<file path="src/rtl/mdpar_pkg.sv">
// Package: shared helpers for the four-direction matrix parity decoder.
// Assumes nothing beyond plain single-bit logic.
package mdpar_pkg;

    // Returns 1 when at least three of the four inputs are set.
    function automatic logic vote3of4(input logic a, input logic b,
                                      input logic c, input logic d);
        return (a & b & c) | (a & b & d) | (a & c & d) | (b & c & d);
    endfunction

endpackage

</file>
<file path="src/rtl/mdpar_syndrome.sv">
// Module: computes the four sets of line syndromes for a ROWS x COLS bit matrix.
// Data bit r*COLS+c belongs to row r, column c, slash r+c and backslash r-c+COLS-1.
// Assumes even parity: a syndrome bit is 1 when the line XOR differs from the
// received check bit.
module mdpar_syndrome #(
    parameter int ROWS = 8,
    parameter int COLS = 8,
    localparam int NBITS = ROWS * COLS,
    localparam int NDIAG = ROWS + COLS - 1
) (
    input  logic [NBITS-1:0] data,
    input  logic [ROWS-1:0]  row_par,
    input  logic [COLS-1:0]  col_par,
    input  logic [NDIAG-1:0] sl_par,
    input  logic [NDIAG-1:0] bs_par,
    output logic [ROWS-1:0]  syn_row,
    output logic [COLS-1:0]  syn_col,
    output logic [NDIAG-1:0] syn_sl,
    output logic [NDIAG-1:0] syn_bs
);

    // Fold every data bit into its four lines, then compare with the check bits.
    always_comb begin
        syn_row = row_par;
        syn_col = col_par;
        syn_sl  = sl_par;
        syn_bs  = bs_par;
        for (int r = 0; r < ROWS; r++) begin
            for (int c = 0; c < COLS; c++) begin
                syn_row[r]            ^= data[r*COLS+c];
                syn_col[c]            ^= data[r*COLS+c];
                syn_sl[r+c]           ^= data[r*COLS+c];
                syn_bs[r-c+COLS-1]    ^= data[r*COLS+c];
            end
        end
    end

endmodule

</file>
<file path="src/rtl/mdpar_locator.sv">
// Module: marks every data cell whose four lines carry at least three set
// syndrome bits. Two distinct cells share at most one line, so any one or
// two data errors are marked and no clean cell is marked.
module mdpar_locator
    import mdpar_pkg::*;
#(
    parameter int ROWS = 8,
    parameter int COLS = 8,
    localparam int NBITS = ROWS * COLS,
    localparam int NDIAG = ROWS + COLS - 1
) (
    input  logic [ROWS-1:0]  syn_row,
    input  logic [COLS-1:0]  syn_col,
    input  logic [NDIAG-1:0] syn_sl,
    input  logic [NDIAG-1:0] syn_bs,
    output logic [NBITS-1:0] flip
);

    // One three-of-four vote per cell.
    for (genvar gr = 0; gr < ROWS; gr++) begin : g_row
        for (genvar gc = 0; gc < COLS; gc++) begin : g_col
            assign flip[gr*COLS+gc] = vote3of4(syn_row[gr], syn_col[gc],
                                               syn_sl[gr+gc], syn_bs[gr-gc+COLS-1]);
        end
    end

endmodule

</file>
<file path="src/rtl/mdpar_decoder.sv">
// Module: four-direction matrix parity decoder and corrector (top).
// Computes the syndrome, inverts the marked cells unless the syndrome has a
// single set bit (a lone check-bit error), computes the syndrome again on the
// repaired word, and registers the data and flags one clock after in_valid.
// Assumes the check bits come from an even-parity encoder with the same line
// numbering. The reset is synchronous and active low.
module mdpar_decoder #(
    parameter int ROWS = 8,
    parameter int COLS = 8,
    localparam int NBITS = ROWS * COLS,
    localparam int NDIAG = ROWS + COLS - 1
) (
    input  logic             clk,
    input  logic             rst_n,
    input  logic             in_valid,
    input  logic [NBITS-1:0] in_data,
    input  logic [ROWS-1:0]  in_row_par,
    input  logic [COLS-1:0]  in_col_par,
    input  logic [NDIAG-1:0] in_sl_par,
    input  logic [NDIAG-1:0] in_bs_par,
    output logic             out_valid,
    output logic [NBITS-1:0] out_data,
    output logic             out_err,
    output logic             out_uncorr
);

    localparam int NSYN = ROWS + COLS + 2 * NDIAG;

    logic [ROWS-1:0]  s1_row, s2_row;
    logic [COLS-1:0]  s1_col, s2_col;
    logic [NDIAG-1:0] s1_sl, s1_bs, s2_sl, s2_bs;
    logic [NSYN-1:0]  s1, s2;
    logic [NBITS-1:0] flip, flip_gated, fixed;
    logic             s1_multi, s2_multi, any_err;

    mdpar_syndrome #(.ROWS(ROWS), .COLS(COLS)) u_syn_in (
        .data(in_data), .row_par(in_row_par), .col_par(in_col_par),
        .sl_par(in_sl_par), .bs_par(in_bs_par),
        .syn_row(s1_row), .syn_col(s1_col), .syn_sl(s1_sl), .syn_bs(s1_bs)
    );

    mdpar_locator #(.ROWS(ROWS), .COLS(COLS)) u_loc (
        .syn_row(s1_row), .syn_col(s1_col), .syn_sl(s1_sl), .syn_bs(s1_bs),
        .flip(flip)
    );

    // Gather the first syndrome and classify it: zero, one bit, or more than one.
    always_comb begin
        s1         = {s1_bs, s1_sl, s1_col, s1_row};
        any_err    = |s1;
        s1_multi   = |(s1 & (s1 - 1'b1));
        flip_gated = s1_multi ? flip : '0;
        fixed      = in_data ^ flip_gated;
    end

    mdpar_syndrome #(.ROWS(ROWS), .COLS(COLS)) u_syn_fix (
        .data(fixed), .row_par(in_row_par), .col_par(in_col_par),
        .sl_par(in_sl_par), .bs_par(in_bs_par),
        .syn_row(s2_row), .syn_col(s2_col), .syn_sl(s2_sl), .syn_bs(s2_bs)
    );

    // A leftover syndrome with more than one set bit cannot be explained.
    always_comb begin
        s2       = {s2_bs, s2_sl, s2_col, s2_row};
        s2_multi = |(s2 & (s2 - 1'b1));
    end

    // Output register: clear on reset, capture the repaired word on valid.
    always_ff @(posedge clk) begin
        if (!rst_n) begin
            out_valid  <= 1'b0;
            out_data   <= '0;
            out_err    <= 1'b0;
            out_uncorr <= 1'b0;
        end else begin
            out_valid <= in_valid;
            if (in_valid) begin
                out_data   <= fixed;
                out_err    <= any_err;
                out_uncorr <= s2_multi;
            end
        end
    end

    // a reset edge leaves every output at zero
    a_r3_reset_clears: assert property (@(posedge clk)
        !rst_n |=> (!out_valid && !out_err && !out_uncorr && out_data == '0));

    // the valid strobe follows the input strobe by one clock
    a_r2_valid_delay: assert property (@(posedge clk) disable iff (!rst_n)
        out_valid |-> $past(in_valid));

    // a clean word passes through unchanged and unflagged
    a_r4_clean_pass: assert property (@(posedge clk) disable iff (!rst_n)
        (in_valid && any_err == 1'b0) |=> (out_data == $past(in_data) && !out_err && !out_uncorr));

    // a lone syndrome bit changes no data bit
    a_r7_lone_no_flip: assert property (@(posedge clk) disable iff (!rst_n)
        (in_valid && $onehot(s1)) |=> (out_data == $past(in_data)));

    // uncorrectable is only ever reported together with an error
    a_r10_uncorr_err: assert property (@(posedge clk) disable iff (!rst_n)
        out_uncorr |-> out_err);

    // a marked cell is only ever inverted when the first syndrome is nonzero
    a_r6_flip_needs_syn: assert property (@(posedge clk) disable iff (!rst_n)
        (|flip) |-> any_err);

endmodule

</file>
<file path="config.mk">
export PLATFORM = sky130hd
export DESIGN_NAME = mdpar_decoder
export DESIGN_NICKNAME = d
export VERILOG_FILES = /design/src/rtl/mdpar_pkg.sv /design/src/rtl/mdpar_syndrome.sv /design/src/rtl/mdpar_locator.sv /design/src/rtl/mdpar_decoder.sv
export SDC_FILE = /design/constraint.sdc
export NUM_CORES = 1
export LEC_CHECK = 0
export BUFFER_PORTS_ARGS = -buffer_cell sky130_fd_sc_hd__buf_2
export CAP_MARGIN = 20
export CELL_PAD_IN_SITES_DETAIL_PLACEMENT = 2
export CELL_PAD_IN_SITES_GLOBAL_PLACEMENT = 2
export CORE_AREA = 2 2 187 189
export DETAILED_ROUTE_END_ITERATION = 6
export DIE_AREA = 0 0 189 191
export PLACE_DENSITY = 0.81
export SLEW_MARGIN = 20
export SYNTH_ARGS = -nofsm -noshare
export SYNTH_HDL_FRONTEND = slang
export SYNTH_SLANG_ARGS = --single-unit
</file>
<file path="constraint.sdc">
create_clock -name clk -period 5.35 [get_ports clk]
set_input_delay 1.07 -clock clk [delete_from_list [all_inputs] [get_ports clk]]
set_output_delay 1.07 -clock clk [all_outputs]
set_load 0.02 [all_outputs]
</file>
==> out/results.ini, run 1 <==
[synth]
synth_simple_gate_area_share_pct = 11.8
synth_area_leader_cell = xnor2_1
synth.distinct_cells = 69
seq_area_frac_synth_pct = 12.5
synthMuxAreaShare_pct = 5.61
synth_flop_cell = dfxtp_1
syn_area_sq_um = 10700
synth_area_per_cell_sq_um = 8.88
synth_compound_gate_area_share_pct = 11.9
synth_fp_nets = 1323
synth_top_area_share_pct = 28.4
yosysMostFrequentCell = xnor2_1
synth.area.top_cells = xnor2_1 28%, dfxtp_1 12%, xnor3_1 11%, xor2_1 8.9%, mux2i_1 5.4%
synthTopCellsByCount = 348 x xnor2_1, 109 x xor2_1, 67 x dfxtp_1, 64 x buf_2, 59 x nor2b_1
synth_top_family_by_area = XOR/XNOR gates
yosys_warnings = 0
synth_edf_count = 0
postSynthCellCount = 1210
synthAdderAreaFrac_pct = 2.44
synth-seq-cells = 67
async_flop_share_pct = 0
synth_xor_area_share_pct = 51.0

[clocking]
cts_buffers = 9
cts.path.max_buffers = 2
clock-sinks = 67
ctsHtreeMaxLevel = 3
cts_root_buf = clkbuf_16
hold_buffers = 0

[floorplanning]
fp-row-count = 68
start_util_pct = 31.5
die_y_um = 191
die_x_um = 189
io-pin-count = 180

[place]
place_ws_ns = -1.05
io_buffers = 179
place_area_sq_um = 15800
globalplace.congestion = 0.980
hpwlAfterDp_mm = 59.1

[grt]
grt_util_all_layers_pct = 62.8
antenna_found_initial = 8
grt_max_degree = 68
overflow = 4

[sta]
worst_endpoint = out_uncorr$_SDFFE_PN0P_/D
worstEndpointType = register data pin

[run_status]
error = [ERROR GRT-0232] Routing congestion too high. Check the congestion heatmap in the GUI.
stop_stage = global routing (5_1_grt)
outcome = stopped before the end

cell families after synthesis:
| logic type | count (synthesis) |
|---|---|
| fa+ha+maj | 26 |
| compound gates | 181 |
| flops | 67 |
| buf+inv | 113 |
| mux | 60 |
| xor+xnor | 525 |
| simple gates | 238 |
routing by layer:
metal  track usage (%)  GRT overflow
met1              62.8             0
met3              35.1             0
met4              68.1             2
met5              2.47             0
met2              87.9             2
metrics by stage:
| stage | TNS [ns] | instances |
|---|---|---|
| floorplan | 0 | 1210 |
| global placement | -0.728 | 2239 |
| detailed placement | -1.05 | 2239 |
| CTS | -0.132 | 2264 |
what timing repair did:
action,in CTS
endpoints found under the setup margin,1
gates resized for setup,94
endpoints found under the hold margin,0
pin swaps,20
cloned,0
buffers inserted,9
==> inputs of run 2 (changes only) <==
--- a/config.mk
+++ b/config.mk
@@ -7,12 +7,10 @@
 export LEC_CHECK = 0
 export BUFFER_PORTS_ARGS = -buffer_cell sky130_fd_sc_hd__buf_2
 export CAP_MARGIN = 20
-export CELL_PAD_IN_SITES_DETAIL_PLACEMENT = 2
-export CELL_PAD_IN_SITES_GLOBAL_PLACEMENT = 2
-export CORE_AREA = 2 2 187 189
+export CORE_AREA = 2 2 235 237
 export DETAILED_ROUTE_END_ITERATION = 6
-export DIE_AREA = 0 0 189 191
-export PLACE_DENSITY = 0.81
+export DIE_AREA = 0 0 237 239
+export PLACE_DENSITY_LB_ADDON = 0.15
 export SLEW_MARGIN = 20
 export SYNTH_ARGS = -nofsm -noshare
 export SYNTH_HDL_FRONTEND = slang
==> constraint.sdc (replaced) <==
create_clock -name clk -period 6.96 [get_ports clk]
set_input_delay 1.392 -clock clk [delete_from_list [all_inputs] [get_ports clk]]
set_output_delay 1.392 -clock clk [all_outputs]
set_load 0.02 [all_outputs]
==> out/results.ini, run 2 <==
[run_status]
outcome = finished clean

[setup_path]
critical_path_peak_fanout = 5
crit_type = input port to register
cp_data_required_time_ns = 7.19
end_kind = register
crit_path_start_kind = input port
critPathArrivalTime_ns = 6.67
r2r_start = out_err$_SDFFE_PN0P_
worstReg2RegEnd = out_err$_SDFFE_PN0P_
ff2ff_path_depth = 2
reg2reg_slack_ns = 6.25

[detailed_routing]
drt-initial-drc-count = 706
ant_nets = 0
viasPerCell = 4.56
finalWirelength_mm = 57.0
first_pass_iters = 5
post_drt_wl_per_cell_um = 27.1
remaining_drc_errors = 0
vias = 9600

[worst_hold_path]
min_from = out_data[56]$_SDFFE_PN0P_
whs_endpoint = out_data[56]$_SDFFE_PN0P_
min_path_cells = 1
hold_path_class = register to register

[synth]
synth_top_area_share_pct = 28.4  ; unchanged
postSynthCellCount = 1210  ; unchanged
yosys_warnings = 0  ; unchanged
synth-seq-cells = 67  ; unchanged
synth.distinct_cells = 69  ; unchanged
synth.area.top_cells = xnor2_1 28%, dfxtp_1 12%, xnor3_1 11%, xor2_1 8.9%, mux2i_1 5.4%
synth_edf_count = 0  ; unchanged
synth_area_leader_cell = xnor2_1
async_flop_share_pct = 0  ; unchanged
synth_fp_nets = 1323  ; unchanged
synthTopCellsByCount = 348 x xnor2_1, 109 x xor2_1, 67 x dfxtp_1, 64 x buf_2, 59 x nor2b_1
seq_area_frac_synth_pct = 12.5  ; unchanged
syn_area_sq_um = 10700  ; unchanged
synth_area_per_cell_sq_um = 8.88  ; unchanged
synth_flop_cell = dfxtp_1
yosysMostFrequentCell = xnor2_1

[sta]
clock_skew_ns = 0
fin_crit_ns = 6.44
fin_crit_sh_pct = 92.6
setup_viol_count_final = 0
slew-limit-headroom_pct = 25.6
hold_violations = 0
worst_slew_pin_slew_ns = 1.11
rsz0062_at_grt = false
drv_slew = 0
fmax_mhz = 155

[floorplanning]
fp-row-count = 86  ; +26%
die_x_um = 237  ; +25%
io-pin-count = 180  ; unchanged
core_sq_um = 54300
die_y_um = 239  ; +25%
die_area_sq_um = 56600
start_util_pct = 19.8  ; -12 points

[layout]
syn2layout_area_growth_pct = 22.8
layout_commonest_cell = xnor2_1
drive_above_1_share_pct = 23.4
final_nets = 1511
diodes = 0
layout_common_cells = 346 x xnor2_1, 178 x buf_2, 109 x xor2_1, 106 x buf_4, 67 x dfxtp_1
largest-register = out_data
largest_reg_flops = 64
final_cells = 2107

[grt]
antenna_found_initial = 0
grt_pass1_wl_mm = 77.9
overflow = 0
grt_max_degree = 68
grt_pass1_vias = 9329
grt_util_all_layers_pct = 20.0

[clocking]
cts_buffers = 9  ; unchanged
cts.path.max_buffers = 2  ; unchanged
clock-sinks = 67  ; unchanged
cts_setup_buffers = 0  ; -9
clock_latency_ns = 0.36
clkTransAtPathRegs_ns = 0.06
cts_tree = done
ctsHtreeMaxLevel = 3  ; unchanged
cts_root_buf = clkbuf_16

[run]
cap_violations = 0

[place]
io_buffers = 179  ; unchanged
hpwlAfterDp_mm = 47.4  ; -20%
dp.cells = 2091  ; -6.6%
globalplace.congestion = 0.877  ; -11%

[run 2: logic make-up after synthesis]
kind of cell,synth area share [%]
xor+xnor,51.0
simple gates,11.8
compound gates,11.9
mux,5.61
fa+ha+maj,2.44
flops,12.5
buf+inv,4.80
[run 2: worst max-delay path by stage]
| stage | from | to | slack, ns | cells past startpoint |
|---|---|---|---|---|
| detailed placement | in_data[57] | out_uncorr$_SDFFE_PN0P_ | -0.05 | 16 |
| floorplan | in_data[57] | out_uncorr$_SDFFE_PN0P_ | 1.12 | 16 |
| CTS | in_data[57] | out_uncorr$_SDFFE_PN0P_ | 0.33 | 16 |
| global route | in_data[57] | out_uncorr$_SDFFE_PN0P_ | 0.17 | 17 |
| global placement | in_data[57] | out_uncorr$_SDFFE_PN0P_ | -0.01 | 16 |
| finish | in_data[28] | out_uncorr$_SDFFE_PN0P_ | 0.52 | 17 |
[run 2: stage by stage]
step | area (sq um) | utilization [%] | hold WS, ns | setup TNS, ns | setup slack [ns]
6_report | 13200 | 24.3 | 0.477 | 0 | 0.516
2_1_floorplan | 10700 | - | 0.590 | 0 | 1.12
5_1_grt | 13200 | 24.3 | 0.488 | 0 | 0.174
4_1_cts | 13200 | 24.3 | 0.478 | 0 | 0.335
3_3_place_gp | 12800 | 23.6 | 0.460 | -0.0129 | -0.0129
3_5_place_dp | 12800 | 23.6 | 0.468 | -0.0495 | -0.0495
[run 2: worst max-delay path: stages]
cell       delay [ns]
buf_2            0.30
xor2_1           0.26
xnor3_1          0.53
xnor2_1          0.45
buf_4            0.21
a211oi_1         0.07
a31oi_1          0.43
xnor2_1          0.31
xnor2_1          0.27
xnor3_1          0.43
xnor2_1          0.23
or3_4            0.39
nor4_4           0.31
or3b_1           0.43
a2111oi_2        0.31
o2111a_1         0.22
a41oi_1          0.11
[run 2: what timing repair did]
action / in CTS / in global routing
hold buffers: 0 / 0
setup endpoints to repair: 0 / 1
resized for setup: 0 / 1
[run 2: final cells by class]
class | instances | area, sq um
Multi-Input combinational cell | 1030 | 8920
Tap cell | 704 | 881
Fill cell | 5909 | 41100
Sequential cell | 67 | 1340
Timing Repair Buffer | 284 | 1690
Clock inverter | 7 | 124
Inverter | 6 | 22.5
Clock buffer | 9 | 225
[run 2: metal layers]
layer / vias to the layer above / track usage (%) / wire length [um]
li1: 4497 / - / -
met1: 4702 / 26.2 / 25800
met2: 336 / 33.9 / 27300
met3: 65 / 2.27 / 2150
met4: 0 / 6.90 / 1810
met5: - / 0 / 0
Power of run 2 is not shown: default switching activity piles up to over one toggle a cycle in this logic, so the estimate is an artifact.
